===== src/rtl/uart_status_pkg.sv =====
package uart_status_pkg;

  // Strobes from control to datapath, one cycle each.
  typedef struct packed {
    logic       lsrClr;    // host read of the line status byte
    logic       msrClr;    // host read of the modem status byte
    logic       ctsToggle; // synchronized CTS changed level
    logic [3:0] errSet;    // {break, framing, parity, overrun}
    logic       txLoad;    // transmit character written
    logic       errPush;   // errored character entered receive FIFO
    logic       errPop;    // errored character left receive FIFO
  } statusStrobes_t;

endpackage


===== src/rtl/uart_status_ctrl.sv =====
module uart_status_ctrl
  import uart_status_pkg::*;
#(
  parameter int SYNC_STAGES = 2
) (
  input  logic           clk,
  input  logic           rstN,
  input  logic           ctsIn,
  input  logic           lsrRd,
  input  logic           msrRd,
  input  logic           rxPush,
  input  logic           rxOverrun,
  input  logic           rxParityErr,
  input  logic           rxFrameErr,
  input  logic           rxBreak,
  input  logic           rxPop,
  input  logic           rxPopErr,
  input  logic           thrWrite,
  output statusStrobes_t strobes,
  output logic           ctsLevel
);

  localparam int LAST = SYNC_STAGES - 1;

  logic [LAST:0] ctsChain;
  logic          ctsPrev;

  // Synchronizer chain; the stage count is a parameter.
  generate
    if (SYNC_STAGES == 1) begin : g_single
      always_ff @(posedge clk) begin
        if (!rstN) ctsChain <= '0;
        else       ctsChain <= ctsIn;
      end
    end else begin : g_multi
      always_ff @(posedge clk) begin
        if (!rstN) ctsChain <= '0;
        else       ctsChain <= {ctsChain[LAST-1:0], ctsIn};
      end
    end
  endgenerate

  always_ff @(posedge clk) begin
    if (!rstN) ctsPrev <= 1'b0;
    else       ctsPrev <= ctsChain[LAST];
  end

  assign ctsLevel = ctsChain[LAST];

  logic rxTagged;
  assign rxTagged = rxParityErr | rxFrameErr | rxBreak;

  always_comb begin
    strobes.lsrClr    = lsrRd;
    strobes.msrClr    = msrRd;
    strobes.ctsToggle = ctsChain[LAST] ^ ctsPrev;
    strobes.errSet    = {rxPush & rxBreak, rxPush & rxFrameErr,
                         rxPush & rxParityErr, rxOverrun};
    strobes.txLoad    = thrWrite;
    strobes.errPush   = rxPush & rxTagged;
    strobes.errPop    = rxPop & rxPopErr;
  end

endmodule


===== src/rtl/uart_status_datapath.sv =====
module uart_status_datapath
  import uart_status_pkg::*;
#(
  parameter int FIFO_DEPTH = 16
) (
  input  logic           clk,
  input  logic           rstN,
  input  statusStrobes_t strobes,
  input  logic           fifoMode,
  input  logic           rxDataReady,
  input  logic           thrEmpty,
  input  logic           txFifoEmpty,
  input  logic           tsrEmpty,
  input  logic           ctsLevel,
  output logic [7:0]     lsrValue,
  output logic [7:0]     msrValue
);

  localparam int CNT_W = $clog2(FIFO_DEPTH + 1);
  localparam logic [CNT_W-1:0] CNT_MAX = CNT_W'(FIFO_DEPTH);

  logic [3:0]       errBits;
  logic             threBit;
  logic             temtBit;
  logic             fifoErrBit;
  logic             ctsDelta;
  logic [CNT_W-1:0] errCount;
  logic [CNT_W-1:0] errCountNext;
  logic             txSource;

  assign txSource = fifoMode ? txFifoEmpty : thrEmpty;

  // Sticky error bits: a new error wins over a read-clear.
  always_ff @(posedge clk) begin
    if (!rstN) errBits <= '0;
    else       errBits <= strobes.errSet | (errBits & {4{~strobes.lsrClr}});
  end

  // Count of errored characters held in the receive FIFO.
  always_comb begin
    errCountNext = errCount;
    if (!fifoMode) begin
      errCountNext = '0;
    end else if (strobes.errPush && !strobes.errPop) begin
      if (errCount != CNT_MAX) errCountNext = errCount + 1'b1;
    end else if (strobes.errPop && !strobes.errPush) begin
      if (errCount != '0) errCountNext = errCount - 1'b1;
    end
  end

  always_ff @(posedge clk) begin
    if (!rstN) errCount <= '0;
    else       errCount <= errCountNext;
  end

  always_ff @(posedge clk) begin
    if (!rstN)                     fifoErrBit <= 1'b0;
    else if (!fifoMode)            fifoErrBit <= 1'b0;
    else if (errCountNext != '0)   fifoErrBit <= 1'b1;
    else if (strobes.lsrClr)       fifoErrBit <= 1'b0;
  end

  // Transmit emptiness.
  always_ff @(posedge clk) begin
    if (!rstN) threBit <= 1'b1;
    else       threBit <= txSource & ~strobes.txLoad;
  end

  always_ff @(posedge clk) begin
    if (!rstN)                      temtBit <= 1'b1;
    else if (strobes.txLoad)        temtBit <= 1'b0;
    else if (txSource && tsrEmpty)  temtBit <= 1'b1;
  end

  // CTS change flag: a fresh toggle wins over a read-clear.
  always_ff @(posedge clk) begin
    if (!rstN) ctsDelta <= 1'b0;
    else       ctsDelta <= strobes.ctsToggle | (ctsDelta & ~strobes.msrClr);
  end

  assign lsrValue = {fifoErrBit & fifoMode, temtBit, threBit, errBits, rxDataReady};
  assign msrValue = {3'b000, ctsLevel, 3'b000, ctsDelta};

endmodule


===== src/rtl/uart_status_regs.sv =====
module uart_status_regs
  import uart_status_pkg::*;
#(
  parameter int FIFO_DEPTH  = 16,
  parameter int SYNC_STAGES = 2
) (
  input  logic       clk,
  input  logic       rstN,
  input  logic       fifoMode,
  input  logic       ieLineStatus,
  input  logic       rxDataReady,
  input  logic       rxPush,
  input  logic       rxOverrun,
  input  logic       rxParityErr,
  input  logic       rxFrameErr,
  input  logic       rxBreak,
  input  logic       rxPop,
  input  logic       rxPopErr,
  input  logic       thrWrite,
  input  logic       thrEmpty,
  input  logic       txFifoEmpty,
  input  logic       tsrEmpty,
  input  logic       ctsIn,
  input  logic       lsrRd,
  input  logic       msrRd,
  output logic [7:0] lsrValue,
  output logic [7:0] msrValue,
  output logic       lineIrq
);

  statusStrobes_t strobes;
  logic           ctsLevel;

  uart_status_ctrl #(.SYNC_STAGES(SYNC_STAGES)) i_ctrl (
    .clk(clk), .rstN(rstN), .ctsIn(ctsIn), .lsrRd(lsrRd), .msrRd(msrRd),
    .rxPush(rxPush), .rxOverrun(rxOverrun), .rxParityErr(rxParityErr),
    .rxFrameErr(rxFrameErr), .rxBreak(rxBreak), .rxPop(rxPop),
    .rxPopErr(rxPopErr), .thrWrite(thrWrite), .strobes(strobes),
    .ctsLevel(ctsLevel)
  );

  uart_status_datapath #(.FIFO_DEPTH(FIFO_DEPTH)) i_data (
    .clk(clk), .rstN(rstN), .strobes(strobes), .fifoMode(fifoMode),
    .rxDataReady(rxDataReady), .thrEmpty(thrEmpty), .txFifoEmpty(txFifoEmpty),
    .tsrEmpty(tsrEmpty), .ctsLevel(ctsLevel), .lsrValue(lsrValue),
    .msrValue(msrValue)
  );

  assign lineIrq = ieLineStatus & (|lsrValue[4:1]);

endmodule


===== config.mk =====
export PLATFORM = sky130hd
export DESIGN_NAME = uart_status_regs
export DESIGN_NICKNAME = d
export VERILOG_FILES = /design/src/rtl/uart_status_pkg.sv /design/src/rtl/uart_status_ctrl.sv /design/src/rtl/uart_status_datapath.sv /design/src/rtl/uart_status_regs.sv
export SDC_FILE = /design/constraint.sdc
export NUM_CORES = 1
export LEC_CHECK = 0
export ABC_CLOCK_PERIOD_IN_PS = 2300
export BUFFER_PORTS_ARGS = -buffer_cell sky130_fd_sc_hd__buf_2
export CAP_MARGIN = 20
export CORE_MARGIN = 5
export CORE_UTILIZATION = 45
export CTS_BUF_LIST = sky130_fd_sc_hd__clkbuf_16
export DETAILED_ROUTE_END_ITERATION = 8
export PLACE_DENSITY = 0.79
export SYNTH_ARGS = -nofsm -noshare
export SYNTH_HDL_FRONTEND = slang
export SYNTH_SLANG_ARGS = --single-unit

===== constraint.sdc =====
create_clock -name clk -period 2.3 [get_ports clk]
set_clock_uncertainty 0.2 [all_clocks]
set_input_delay 0.46 -clock clk [delete_from_list [all_inputs] [get_ports clk]]
set_output_delay 0.46 -clock clk [all_outputs]
set_load 0.005 [all_outputs]

==> results of run 1 <==
-- cell families (layout without fill, tap and decap cells) --
logic type / after synthesis / count (layout)
mux: 2 / 2
other cells: 1 / 6
xor+xnor: 1 / 1
flops: 16 / 16
simple gates: 34 / 34
buf+inv: 18 / 37
compound gates: 27 / 27
fa+ha+maj: 2 / 2
-- flip-flops by register name, summed over array words and instances, names as in the netlist --
name / cells
i_data.fifoErrBit: 1
i_data.temtBit: 1
i_ctrl.ctsChain: 2
i_data.errBits: 4
i_data.threBit: 1
i_data.errCount: 5
i_data.ctsDelta: 1
i_ctrl.ctsPrev: 1
-- cell type report --
type	count	share of cell area
Multi-Input combinational cell	72	0.454
Tap cell	27	0.0312
Clock inverter	1	0.00347
Timing Repair Buffer	27	0.125
Sequential cell	16	0.296
Inverter	6	0.0208
Clock buffer	3	0.0694
-- routing by layer --
layer / routed length, um / vias up / GRT usage
met1: 851 / 369 / 0.162
met2: 969 / 24 / 0.266
met4: 44 / 0 / 0.0850
met3: 170 / 5 / 0.0536
li1: - / 396 / -
met5: 0 / - / 0
-- worst min-delay path by stage --
| stage | end | slack [ps] | depth (start not counted) |
|---|---|---|---|
| after floorplan | i_ctrl.ctsChain[1] | 210 | 1 |
| after global placement | i_ctrl.ctsChain[1] | 220 | 1 |
| after detailed placement | i_ctrl.ctsChain[1] | 230 | 1 |
| after CTS | i_data.temtBit | 200 | 2 |
| after global routing | i_data.temtBit | 220 | 2 |
| final | i_data.temtBit | 200 | 2 |
-- placed cells by master, fill, tap and decap left out, types with 2 or more instances in the layout --
cell type | synthesis | final
a22oi_1 | 3 | 3
nor2_1 | 8 | 8
ha_1 | 2 | 2
nand2b_1 | 3 | 3
inv_1 | 5 | 5
nand2_1 | 7 | 7
dfxtp_1 | 16 | 16
and2_1 | 5 | 5
buf_2 | 0 | 27
nand3_1 | 3 | 3
clkbuf_16 | 0 | 3
o21ai_0 | 3 | 3
nand4_1 | 2 | 2
conb_1 | 1 | 6
a21oi_1 | 6 | 6
-- through the flow --
stage,hold slack [ps],power [mW],utilization
2_1_floorplan,212,0.379,-
3_3_place_gp,223,0.403,0.516
3_5_place_dp,228,0.408,0.516
4_1_cts,195,0.748,0.557
5_1_grt,224,0.776,0.557
6_report,199,0.740,0.557
-- critical path, delay by kind of cell (launching register included) --
kind | cells | cell delay (ps)
adder cells (fa/ha/maj) | 1 | 240
multiplexers | 1 | 340
flip-flops | 1 | 350
AND/OR/NAND/NOR | 2 | 410
buffers and inverters | 1 | 100
AO/OA/AOI/OAI | 2 | 400
-- power by group --
group	internal [mW]	switching, mW
combinational	0.0477	0.0529
sequential	0.292	0.0112
clock	0.230	0.107
-- repair_timing --
| item | 4_1_cts | 5_1_grt |
|---|---|---|
| gates resized for setup | 0 | 1 |
| setup endpoints to repair | 0 | 1 |
| buffers inserted | 0 | 0 |
==> results.toml, run 1 <==
[cells_and_area]
fill_cells = 211
multiInputGateArea_sq_um = 490
finalNonFillerCells = 152
nets = 147
regArea_sq_um = 320
n_antenna_cell = 0
syn_to_final_growth_pct = 19.0
final_layout_size_suffix_gt1_frac = 0.320
stdcell_area_sq_um = 1080

[sta]
grt_setup_unrepaired = "no"
slew_viol_final = 0
fmax_ghz = 0.470
hold_viol_final = 0
fin_crit_sh = 0.926
fin_crit_ps = 2130
setup_tns_ps = 0
timing.final.ws_setup_ps = 171
finalSetupViolCount = 0

[drt]
antenna_left = 0
drt_first_pass_iters = 4
first_iter_violations = 2
wirelength_um = 2040
vias = 794
drc = 0
viasPerCell = 5.22
route.detailed.wl_per_inst_um = 13.4

[yosys]
synthAdderAreaFrac = 0.0275
synth_seq_cells = 16
syn_avg_cell_area_sq_um = 8.99
synth_area_leaders = "dfxtp_1 35%, buf_4 9.1%, and2_1 3.4%"
synthTopCellsByCount = "16 x dfxtp_1, 11 x buf_4, 8 x nor2_1, 7 x nand2_1, 6 x a21oi_1"
synth_edf_count = 0
synthSimpleGateAreaFrac = 0.215
ys_warn_count = 0
synth_xor_area_frac = 0.00964
ys_async_sr_fraction = 0
yosysMostFrequentCell = "dfxtp_1"
synth_compound_area_frac = 0.234
syn_inst = 101
synth_top_cell_area_share = 0.353
ys_seq_area_frac = 0.353
yosys-mux-area-fraction = 0.0289
yosysTopAreaCell = "dfxtp_1"
syn-cell-area_sq_um = 908
synth_flop_cell = "dfxtp_1"
synth_top_family_by_area = "compound AO/OA/AOI/OAI gates"
synthDistinctLibCells = 40

[place]
dp.cells = 148
place_congestion = 0.852
dp_slack_ps = 122
portBuffers = 27
post-dp-hpwl_um = 1630
dpl-instance-area_sq_um = 1000

[global_routing]
grt_use_total = 0.154
grt_remaining_overflow = 0
grt_pass1_wl_um = 3210
grt_pass1_vias = 775
antenna_found_initial = 0
grt_max_degree = 10

[floorplanning]
ioPinCount = 36
fp.dieArea_sq_um = 3020
initial_utilization = 0.468
core_area_sq_um = 1940
die_h_um = 54.9
die_width_um = 54.9
rows = 16

[critical_path]
r2r-end = "i_data.fifoErrBit"
startpoint_type = "flop"
crit_chain = "inv_1, ha_1, nand2b_1, or3_1, a31oi_1, mux2_4, a41oi_2"
worstReg2RegStart = "i_data.errCount[0]"
worst_ep_required_time_ps = 2270
critPathKind = "reg -> reg"
crit_arrival_ps = 2100
crit_fanout = 5
reg2reg_depth = 7
r2r_slack_ps = 170
cp-end-kind = "flop"
slowest_stage = "dfxtp_1"
cp-endpoint = "i_data.fifoErrBit"
critical-path-max-stage-delay_ps = 350
crit_start = "i_data.errCount[0]"

[clock_network]
cts_buffers = 3
path_clk_slew_ps = 50
cts.sinks = 16
cts_hold_buffers = 0
clk_path_buf_depth = 2
ctsHtreeMaxLevel = 1
clk_latency_ps = 250
cts_tree = "built"
cts_root_buffer = "clkbuf_16"

[status]
status = "complete, no violations"

[pwr]
peakVddDrop_v = 0.000409
power.density_nw_per_um2 = 685
p_leak_nw = 0.484

[min_path]
holdCritStartpoint = "thrWrite"
hold_path_class = "in -> reg"

[flow_run]
cap_viol_max_count = 0
(Power assumes the default switching activity.)
==> inputs of run 2 (changes only) <==
--- a/config.mk
+++ b/config.mk
@@ -5,7 +5,7 @@
 export SDC_FILE = /design/constraint.sdc
 export NUM_CORES = 1
 export LEC_CHECK = 0
-export ABC_CLOCK_PERIOD_IN_PS = 2300
+export ABC_CLOCK_PERIOD_IN_PS = 2600
 export BUFFER_PORTS_ARGS = -buffer_cell sky130_fd_sc_hd__buf_2
 export CAP_MARGIN = 20
 export CORE_MARGIN = 5
==> constraint.sdc (replaced) <==
create_clock -name clk -period 2.6 [get_ports clk]
set_clock_uncertainty 0.2 [all_clocks]
set_input_delay 0.52 -clock clk [delete_from_list [all_inputs] [get_ports clk]]
set_output_delay 0.52 -clock clk [all_outputs]
set_load 0.005 [all_outputs]
==> run 2 against run 1 <==
Effect of this change:
- register-to-register slack improved by 280 ps
- utilization unchanged
- die area unchanged
- global-route usage decreased by 1.4 points
- fmax decreased by 0.94%
- non-clock buffer count unchanged
- total power decreased by 12%
- critical path depth decreased by 1
- highest routed layer unchanged
==> results.toml, run 2 (same netlist as run 1, synthesis figures left out) <==
[drt]
drt_first_pass_iters = 4
first_iter_violations = 12
drc = 0
viasPerCell = 5.23
antenna_left = 0
route.detailed.wl_per_inst_um = 12.9
vias = 795
wirelength_um = 1960

[critical_path]
crit_arrival_ps = 2040
cp_top_family = "compound AO/OA/AOI/OAI gates"
crit_chain = "inv_1, ha_1, nor4b_4, nor3_2, o311ai_0, a41oi_2"
slowest_stage = "o311ai_0"
crit_fanout = 6
startpoint_type = "flop"
worst_ep_required_time_ps = 2490
critical-path-max-stage-delay_ps = 540
cp-end-kind = "flop"
critPathKind = "reg -> reg"
crit_buf_inv = 1

[floorplanning]
fp.dieArea_sq_um = 3020
initial_utilization = 0.468
die_h_um = 54.9
ioPinCount = 36
rows = 16
die_width_um = 54.9
core_area_sq_um = 1940

[global_routing]
grt_max_degree = 10
grt_remaining_overflow = 0
grt_use_total = 0.140
antenna_found_initial = 0
grt_pass1_vias = 746
grt_pass1_wl_um = 3030

[cells_and_area]
n_antenna_cell = 0
largestRegisters = "i_data.errCount (5), i_data.errBits (4), i_ctrl.ctsChain (2)"
finalNonFillerCells = 152
multiInputGateArea_sq_um = 490
final_common_cell = "buf_2"
final_core_util = 0.557
nets = 147
largest-register = "i_data.errCount"
final_cell_mix = "27 x buf_2, 16 x dfxtp_1, 8 x nor2_1"
syn_to_final_growth_pct = 19.0
final_layout_size_suffix_gt1_frac = 0.320
regArea_sq_um = 320
largest_reg_flops = 5
fill_cells = 190
stdcell_area_sq_um = 1080

[clock_network]
path_clk_slew_ps = 50
cts_hold_buffers = 0
cts_tree = "built"
cts_resized = 0
clk_path_buf_depth = 2
cts_root_buffer = "clkbuf_16"
cts_setup_buffers = 0
clk_latency_ps = 240
cts_buffers = 3
cts.sinks = 16
ctsHtreeMaxLevel = 1

[sta]
fmax_ghz = 0.465
grt_setup_unrepaired = "no"
fin_hold_ws_ps = 230
finalSetupViolCount = 0
worst_slew_margin_rel = 0.620
hold_viol_final = 0
fin_crit_ps = 2150
setup_tns_ps = 0
fin_crit_sh = 0.827
worstMarginPinSlew_ps = 562
slew_viol_final = 0

[pwr]
power.density_nw_per_um2 = 601
p_leak_nw = 0.484
peakVddDrop_v = 0.000427

[place]
dpl-instance-area_sq_um = 1000
portBuffers = 27
post-dp-hpwl_um = 1560
place_congestion = 0.871
dp.cells = 148

[status]
status = "complete, no violations"

[min_path]
hold_path_class = "reg -> reg"

[flow_run]
cap_viol_max_count = 0
## run 2: cell count changes in the layout (fill, tap and decap cells not counted)
cell | before | now
o311ai_1 | 1 | 0
o311ai_0 | 0 | 1
## run 2: final timing paths
check / cells past startpoint / start / slack, ps / endpoint
hold reg to reg: 1 / i_ctrl.ctsChain[0] / 230 / i_ctrl.ctsChain[1]
setup reg to reg: 6 / i_data.errCount[1] / 450 / i_data.fifoErrBit
setup / recovery: 6 / i_data.errCount[1] / 450 / i_data.fifoErrBit
hold / removal: 1 / i_ctrl.ctsChain[0] / 230 / i_ctrl.ctsChain[1]
## run 2: layout make-up
| cell class | instances | area share |
|---|---|---|
| Timing Repair Buffer | 27 | 0.125 |
| Clock buffer | 3 | 0.0694 |
| Clock inverter | 1 | 0.00347 |
| Multi-Input combinational cell | 72 | 0.454 |
| Inverter | 6 | 0.0208 |
| Tap cell | 27 | 0.0312 |
| Sequential cell | 16 | 0.296 |
## run 2: worst reg2reg max path, stage by stage (launching register included)
cell and delay [ps]:
dfxtp_1 350, inv_1 110, ha_1 230, nor4b_4 290
nor3_2 80, o311ai_0 540, a41oi_2 180
## run 2: metal layers
metal  track usage  up-vias  wire (um)  part of all wire
li1              -      399          -                 -
met1         0.152      363        834              0.43
met2         0.242       26        943              0.48
met3        0.0375        7        140             0.071
met4        0.0810        0         42             0.021
met5             0        -          0                 0
## run 2: stage by stage
step	power [mW]	setup WS [ps]
after floorplan	0.335	694
after global placement	0.356	503
after detailed placement	0.360	390
after CTS	0.659	433
after global routing	0.683	324
final	0.650	451
## run 2: report_power, final
| group | total [mW] | switching (mW) | leakage [nW] | internal, mW |
|---|---|---|---|---|
| Clock | 0.294 | 0.0902 | 0.0385 | 0.204 |
| Sequential | 0.268 | 0.00995 | 0.132 | 0.258 |
| Combinational | 0.0881 | 0.0462 | 0.314 | 0.0419 |
| Total | 0.650 | 0.146 | 0.484 | 0.504 |
